File: src/rtl/rt_bit_pkg.sv
package rt_bit_pkg;
  localparam int DATA_W = 16;
  localparam logic [DATA_W-1:0] TCTL_WR_MASK = 16'hFCFC;
  localparam int POS_MEM = 9;
  localparam int POS_PAR = 8;
  localparam int POS_EEL = 1;
  localparam int POS_TFI = 0;

  typedef struct packed {
    logic mem;
    logic par;
    logic eel;
    logic tfi;
  } bit_flags_t;

  function automatic logic addr_parity_ok(input logic [5:0] v);
    return ^v;
  endfunction

  function automatic logic [DATA_W-1:0] make_bit_word(input bit_flags_t f);
    logic [DATA_W-1:0] w;
    w = '0;
    w[POS_MEM] = f.mem;
    w[POS_PAR] = f.par;
    w[POS_EEL] = f.eel;
    w[POS_TFI] = f.tfi;
    return w;
  endfunction
endpackage

File: src/rtl/bit_flag_tracker.sv
module bit_flag_tracker
  import rt_bit_pkg::*;
(
  input  logic       clk,
  input  logic       hard_rst_n,
  input  logic       mc6_done,
  input  logic       mc7_done,
  input  logic       par_err,
  input  logic       ramtest_fail,
  input  logic       autoinit_en,
  input  logic       eeprom_fail,
  input  logic       eeprom_done,
  output bit_flags_t flags_o
);
  bit_flags_t flags_q;
  logic       load_win_q;
  logic       eel_fire;

  assign eel_fire = eeprom_fail && autoinit_en && load_win_q;

  always_ff @(posedge clk or negedge hard_rst_n) begin
    if (!hard_rst_n) begin
      flags_q    <= '0;
      load_win_q <= 1'b1;
    end else begin
      if (mc7_done)      flags_q.tfi <= 1'b0;
      else if (mc6_done) flags_q.tfi <= 1'b1;
      if (par_err)       flags_q.par <= 1'b1;
      if (ramtest_fail)  flags_q.mem <= 1'b1;
      if (eel_fire)      flags_q.eel <= 1'b1;
      if (eeprom_fail || eeprom_done) load_win_q <= 1'b0;
    end
  end

  assign flags_o = flags_q;
endmodule

File: src/rtl/bit_host_regs.sv
module bit_host_regs
  import rt_bit_pkg::*;
#(
  parameter int ADDR_W = 5,
  parameter logic [ADDR_W-1:0] ALT_ADDR  = 5'h15,
  parameter logic [ADDR_W-1:0] TCTL_ADDR = 5'h17
) (
  input  logic              clk,
  input  logic              hard_rst_n,
  input  logic              soft_rst,
  input  logic [ADDR_W-1:0] addr,
  input  logic              we,
  input  logic [DATA_W-1:0] wdata,
  input  logic              test_pin,
  output logic [DATA_W-1:0] alt_o,
  output logic [DATA_W-1:0] tctl_wr_o,
  output logic              alt_wr_fire_o,
  output logic              tctl_wr_fire_o
);
  logic [DATA_W-1:0] alt_q;
  logic [DATA_W-1:0] tctl_q;

  assign alt_wr_fire_o  = we && (addr == ALT_ADDR);
  assign tctl_wr_fire_o = we && (addr == TCTL_ADDR) && test_pin;

  always_ff @(posedge clk or negedge hard_rst_n) begin
    if (!hard_rst_n) begin
      alt_q  <= '0;
      tctl_q <= '0;
    end else begin
      if (alt_wr_fire_o) alt_q <= wdata;
      if (soft_rst)            tctl_q <= '0;
      else if (tctl_wr_fire_o) tctl_q <= wdata & TCTL_WR_MASK;
    end
  end

  assign alt_o     = alt_q;
  assign tctl_wr_o = tctl_q;
endmodule

File: src/rtl/bit_mc19_path.sv
module bit_mc19_path
  import rt_bit_pkg::*;
(
  input  logic              clk,
  input  logic              hard_rst_n,
  input  logic              cfg_alt,
  input  logic [DATA_W-1:0] alt_word,
  input  bit_flags_t        flags,
  input  logic              mc19_done,
  output logic [DATA_W-1:0] word_o,
  output logic              buf_we_o,
  output logic [DATA_W-1:0] buf_wdata_o
);
  logic [DATA_W-1:0] int_word;

  assign int_word = make_bit_word(flags);
  assign word_o   = cfg_alt ? alt_word : int_word;

  always_ff @(posedge clk or negedge hard_rst_n) begin
    if (!hard_rst_n) begin
      buf_we_o    <= 1'b0;
      buf_wdata_o <= '0;
    end else begin
      buf_we_o <= mc19_done;
      if (mc19_done) buf_wdata_o <= word_o;
    end
  end
endmodule

File: src/rtl/rt_bit_regs.sv
module rt_bit_regs
  import rt_bit_pkg::*;
#(
  parameter int ADDR_W = 5,
  parameter logic [ADDR_W-1:0] ALT_ADDR  = 5'h15,
  parameter logic [ADDR_W-1:0] TCTL_ADDR = 5'h17
) (
  input  logic              clk,
  input  logic              hard_rst_n,
  input  logic              soft_rst,
  input  logic [ADDR_W-1:0] host_addr,
  input  logic              host_we,
  input  logic [15:0]       host_wdata,
  output logic [15:0]       host_rdata,
  input  logic              test_pin,
  input  logic              cfg_alt_bitw,
  input  logic              mc6_done,
  input  logic              mc7_done,
  input  logic              mc19_done,
  input  logic [5:0]        opstat_addr,
  input  logic              autoinit_en,
  input  logic              eeprom_fail,
  input  logic              eeprom_done,
  input  logic              ramtest_fail,
  output logic [15:0]       mc19_word,
  output logic              mc19_buf_we,
  output logic [15:0]       mc19_buf_wdata
);
  bit_flags_t        flags;
  logic [3:0]        flags_vec;
  logic [DATA_W-1:0] alt_q;
  logic [DATA_W-1:0] tctl_wr;
  logic              alt_wr_fire;
  logic              tctl_wr_fire;
  logic              par_err;

  assign par_err   = !addr_parity_ok(opstat_addr);
  assign flags_vec = flags;

  bit_flag_tracker u_flags (
    .clk(clk), .hard_rst_n(hard_rst_n), .mc6_done(mc6_done), .mc7_done(mc7_done),
    .par_err(par_err), .ramtest_fail(ramtest_fail), .autoinit_en(autoinit_en),
    .eeprom_fail(eeprom_fail), .eeprom_done(eeprom_done), .flags_o(flags)
  );

  bit_host_regs #(.ADDR_W(ADDR_W), .ALT_ADDR(ALT_ADDR), .TCTL_ADDR(TCTL_ADDR)) u_regs (
    .clk(clk), .hard_rst_n(hard_rst_n), .soft_rst(soft_rst), .addr(host_addr),
    .we(host_we), .wdata(host_wdata), .test_pin(test_pin), .alt_o(alt_q),
    .tctl_wr_o(tctl_wr), .alt_wr_fire_o(alt_wr_fire), .tctl_wr_fire_o(tctl_wr_fire)
  );

  bit_mc19_path u_mc19 (
    .clk(clk), .hard_rst_n(hard_rst_n), .cfg_alt(cfg_alt_bitw), .alt_word(alt_q),
    .flags(flags), .mc19_done(mc19_done), .word_o(mc19_word),
    .buf_we_o(mc19_buf_we), .buf_wdata_o(mc19_buf_wdata)
  );

  always_comb begin
    if (host_addr == ALT_ADDR)
      host_rdata = alt_q;
    else if (host_addr == TCTL_ADDR)
      host_rdata = make_bit_word(flags) | (test_pin ? tctl_wr : '0);
    else
      host_rdata = '0;
  end
endmodule

File: config.mk
export PLATFORM = sky130hd
export DESIGN_NAME = rt_bit_regs
export DESIGN_NICKNAME = d
export VERILOG_FILES = /design/src/rtl/rt_bit_pkg.sv /design/src/rtl/bit_flag_tracker.sv /design/src/rtl/bit_host_regs.sv /design/src/rtl/bit_mc19_path.sv /design/src/rtl/rt_bit_regs.sv
export SDC_FILE = /design/constraint.sdc
export NUM_CORES = 1
export LEC_CHECK = 0
export ABC_CLOCK_PERIOD_IN_PS = 2500
export BUFFER_PORTS_ARGS = -buffer_cell sky130_fd_sc_hd__buf_2
export CAP_MARGIN = 5
export CORE_MARGIN = 5
export CORE_UTILIZATION = 50
export CTS_BUF_LIST = sky130_fd_sc_hd__clkbuf_16
export CTS_CLUSTER_DIAMETER = 80
export DETAILED_ROUTE_END_ITERATION = 10
export PLACE_DENSITY = 0.81
export SETUP_SLACK_MARGIN = 0.1
export SLEW_MARGIN = 25
export SYNTH_ARGS = -nofsm -noshare
export SYNTH_HDL_FRONTEND = slang
export SYNTH_SLANG_ARGS = --single-unit
File: constraint.sdc
create_clock -name clk -period 2.5 [get_ports clk]
set_clock_uncertainty 0.15 [all_clocks]
set_input_delay 0.25 -clock clk [delete_from_list [all_inputs] [get_ports clk]]
set_output_delay 0.25 -clock clk [all_outputs]
set_load 0.01 [all_outputs]
# After elaboration in Yosys (flattened, before gate mapping)
# Cells that the tools add are included.
op_classes:
  n_eq_ne: 2
  muxes: 8
  bitwise: 1
  reduce_logical: 9
op_table:
  columns: ["cell", "n"]
  rows:
  - ["16-bit two-way mux", 6]
  - ["10-bit by 16-bit bitwise OR with 16-bit output", 1]
  - ["5-bit equality test, second input constant", 2]
  - ["6-bit XOR reduction", 1]
  - ["1-bit logical AND", 5]
  - ["2-bit nonzero test", 2]
  - ["1-bit two-way mux", 2]
  - ["1-bit logical OR", 1]
totals:
  register_bits: 54
  inputBits: 40
  out_inout_bits: 49
  word_cells: 29

# Longest topological paths before layout
depth:
  word_depth: 5
  ltp_mapped: 4
  mapped_depth_nobuf: 3

# Hierarchy
# Synthesis repeated with hierarchy kept, for this count alone.
unflattened:
  hier_cells: 189
  area_unflattened_um2: 2526.2
modules_own_cells:
  columns: ["mod", "instances", "cells_per_inst", "area_each_um2", "seq_area_each_um2"]
  rows:
  - ["bit_host_regs", 1, 94, 1311.3, 700.7]
  - ["bit_mc19_path", 1, 52, 745.7, 425.4]
  - ["rt_bit_regs", 1, 33, 299.0, 0.0]
  - ["bit_flag_tracker", 1, 10, 170.2, 126.4]

# Worst setup path before layout
# OpenSTA, ideal clock, no wires.
synth_path:
  path_type: "input port to flip-flop"
  from: "input host_addr[3]"
  to: "register u_regs.alt_q[10] (netlist: u_regs.alt_o[10])"
  arrival_time_ns: 1.298
  slack_ns: 0.927
  path_stages: 4
  n_path_buf: 1
  path_cell_list: "nand4b_4 > nor3b_4 > buf_8 > mux2_2"
synth_between:
  elab_chain_cells: 2
synth_rtl:
  columns: ["element", "line", "source"]
  rows:
  - ["from (decl)", "rt_bit_regs.sv:11", "input logic [ADDR_W-1:0] host_addr,"]
  - ["5-bit equality test", "bit_host_regs.sv:23", "assign alt_wr_fire_o = we && (addr == ALT_ADDR);"]
  - ["1-bit logical AND", "bit_host_regs.sv:23", null]
  - ["to (signal assigned)", "bit_host_regs.sv:31", "if (alt_wr_fire_o) alt_q <= wdata;"]
  - ["to (decl)", "bit_host_regs.sv:20", "logic [DATA_W-1:0] alt_q;"]
# No other way between the ends.
# A chain may end at the register's enable or synchronous reset.

# Worst setup path after layout
layout_path:
  from: "input host_addr[3]"
  to: "output host_rdata[15]"
layout_between:
  elab_chain_cells: 3
layout_rtl:
  columns: ["element", "line", "source"]
  rows:
  - ["5-bit equality test", "rt_bit_regs.sv:61", "else if (host_addr == TCTL_ADDR)"]
  - ["16-bit two-way mux", "rt_bit_regs.sv:61", null]
  - ["16-bit two-way mux *", "rt_bit_regs.sv:59", "if (host_addr == ALT_ADDR)"]
  - ["to (decl)", "rt_bit_regs.sv:14", "output logic [15:0] host_rdata,"]
# Mark *: on every way between the ends. The rest lies on a longest branch, timed or not.

==> metrics.md <==
| Metric | Value |
|---|---|
| # port buffers | 88 |
| EDFF count, synth | 0 |
| Final #Nets | around 320 |
| CP Max Fanout | 12 |
| Layout cells sized above 1 | approximately half |
| Setup TNS Final | 0 ns |
| Status | finished clean |
| Max frequency | ~530 MHz |
| I/O pin count | between 80 and 90 |
| RSZ-0062 raised after global routing | no |
| Period utilization | between 70% and 80% |
| Clock Tree Buf Depth | 2 |
| Area Overhead vs Synth | 29.6% |
| RePlAce Congestion | between 0.7 and 0.8 |
| Cell Area, Placed | approximately 2900 um2 |
| Unique masters post-synth | 22 |
| Syn nets | around 220 |
| Final WL | 5460 um |
| Placed wire-length estimate | between 3000 and 4000 um |
| Clock sink total | 50 |
| Critical path cell sequence | buf_2 > nand4b_4 > nor2_1 > buf_4 > a22o_1 > buf_2 |
| Clk pin slew, worst setup/hold paths | about 0.060 ns |
| Final hold violation count | 0 |
| Area share of the largest cell type after synthesis | a little over half |
| Critical path arrival | around 1.5 ns |
| Overall routing resource usage | 19.0% |
| Warnings, synthesis | 0 |
| Max Slew Vio Count | 0 |
| Power Dens Cells | ~630 nW/um2 |
| Antenna violations before repair | 0 |
| Relative slew slack | ~70% |
| Synth Cell Area | ~2400 um2 |
| Total CTS buffers | 5 |
| Grt total ovfl | 0 |
| Post-DRT Antenna Nets | 0 |
| Top delay family on crit path | simple AND/OR/NAND/NOR gates |
| Crit. End Element | primary output |
| H-tree levels | 2 |
| Ant diodes | 0 |
| Root Driver | clkbuf_16 |
| Leakage | ~0.0016 uW |
| Drt wl/cell | approximately 17 um |
| Clk Latency, worst-skew pair | roughly 0.28 ns |
| Avg Inst Size Synth | around 13 um2 |
| Setup Fix Bufs, Post-CTS | 0 |
| Die H | between 70 and 80 um |
| DRC | 0 |
| Worst Hold Class | primary input to flop |
| Main synth FF type | dfrtp_1 |
| Critical path required time | ~2.1 ns |
| Via Count | ~1700 |
| Critical Path Slowest Stage Cell | nor2_1 |
| Final Setup Violations | 0 |
| Initial Utilization | between 50% and 60% |
| Transition time of the tightest slew-check pin | between 0.4 and 0.5 ns |
| Sequential area share after synthesis | between 50% and 60% |
| Synth area leader | dfrtp_1 |
| Post-layout min period | 1.88 ns |
| Crit path top cell by count | buf_2 |
| Post-synth ARST share | between 90% and 100% |
| Max_cap viols | 0 |
| Final hold slack | around 0.043 ns |
| Worst IR Drop VDD | approximately 0.33 mV |
| DRT iter0 DRCs | between 100 and 150 |
| Final Total Pwr | around 1900 uW |
| Post-synthesis cell count | between 150 and 200 |
| First-pass GRT wire length | between 9000 and 10000 um |
| Pre-Repair DR Iteration Count | 4 |
| Vias in the first global route | around 1900 |
| Crit path buf inv count | 3 |
| Post-route cell area | 3050 um2 |
| Core Region | approximately 4700 um2 |
| Total die area | 6190 um2 |
| # rows | 25 |
| Die width | just under 80 um |
| Crit start category | primary input |
| DR vias/cell | just over 5 |
| CTS tree | yes |
| Crit path kind | primary input to primary output |
| Max incr delay on CP | ~0.33 ns |
| Synth top area cells | dfrtp_1 (52%), mux2_2 (17%), nand2b_1 (6.6%), a22o_1 (5.9%), mux2i_1 (5.1%) |
| Largest net degree at the start of global routing | 51 |
| FF+latch count, synth | 50 |
final timing paths:
kind | startpoint | endpoint | slack (ns) | cells past startpoint
hold reg to reg | u_mc19.buf_wdata_o[2]$_DFFE_PN0P_ | u_mc19.buf_wdata_o[2]$_DFFE_PN0P_ | 0.35 | 1
hold / removal | mc6_done | u_flags.flags_o[0]$_DFFE_PN0P_ | 0.04 | 3
setup / recovery | host_addr[3] | host_rdata[15] | 0.62 | 6
max in group asynchronous | hard_rst_n | u_flags.load_win_q$_DFFE_PN1P_ | 1.58 | 3
min in group asynchronous | hard_rst_n | u_regs.alt_o[11]$_DFFE_PN0P_ | 0.34 | 3
setup reg to reg | u_flags.load_win_q$_DFFE_PN1P_ | u_flags.load_win_q$_DFFE_PN1P_ | 1.04 | 2
stage by stage:
stage	worst slack, ns	std cells	util, %
3_3_place_gp	0.662	317	61.6
2_1_floorplan	0.927	179	-
3_5_place_dp	0.628	317	61.6
5_1_grt	0.512	329	65.5
6_report	0.621	329	65.5
4_1_cts	0.625	329	65.5
layout make-up:
class / count / area (um2)
fillers: 363 / 1610
flip-flops and latches: 50 / 1250
multi-input cells: 117 / 1040
repair buffers: 99 / 548
clock buffers: 5 / 125
well taps: 54 / 67.6
clock inverters: 2 / 7.51
inverters: 2 / 7.51
registers in the layout, summed over array words and instances, names as in the netlist:
register            cells
u_flags.flags_o         4
u_flags.load_win_q      1
u_mc19.buf_wdata_o     16
u_mc19.buf_we_o         1
u_regs.alt_o           16
u_regs.tctl_wr_o       12
metal layers:
| metal | vias up | global-route usage, % | part of all wire (%) | routed length [um] |
|---|---|---|---|---|
| li1 | 812 | - | - | - |
| met1 | 836 | 22.3 | 41 | 2230 |
| met2 | 54 | 33.9 | 52 | 2850 |
| met3 | 8 | 4.47 | 5.6 | 307 |
| met4 | 0 | 6.29 | 1.4 | 78 |
| met5 | - | 0 | 0 | 0 |
cells in the final DEF, fill, tap and decap left out, types with 3 or more instances in the layout:
cell	synthesis	routed
and2_1	12	12
inv_1	2	4
nand2b_1	25	25
nor2_1	5	5
buf_4	1	5
mux2_2	36	36
dfrtp_1	49	49
clkbuf_16	0	5
xnor2_1	3	3
a22o_1	16	16
buf_2	3	88
mux2i_1	12	12
dlygate4sd3_1	0	5
what timing repair did:
action / in CTS / in global routing
endpoints found under the hold margin: 52 / 0
hold buffers: 5 / 0
setup endpoints to repair: 0 / 0
resized for setup: 0 / 0
kinds of logic (layout without fill, tap and decap cells):
logic type,after synthesis,count (layout),share of synthesized area (%)
muxes,48,48,22.3
and+or+nand+nor,48,48,13.4
DFF,50,50,53.2
AOI/OAI and AO/OA,17,17,6.32
buffers and inverters,12,108,2.71
xor gates and xnor gates,4,4,2.07
cells in the mapped netlist (all sizes together) (2+ instances only):
| cell | count |
|---|---|
| a22o | 16 |
| nor3b | 2 |
| inv | 2 |
| nand2b | 25 |
| nor2 | 5 |
| mux2 | 36 |
| xnor2 | 3 |
| mux2i | 12 |
| clkbuf | 5 |
| dfrtp | 49 |
| and2 | 12 |
| buf | 5 |
where the power goes:
group | internal, uW | switching (uW)
Combinational | 186 | 155
Sequential | 898 | 55.0
Clock | 358 | 264
worst min-delay path: cells and delay by family:
| kind | cells | cell delay [ns] |
|---|---|---|
| buf+inv | 1 | 0.08 |
| simple gates | 2 | 0.11 |
Power figures use the tool's default switching activity.
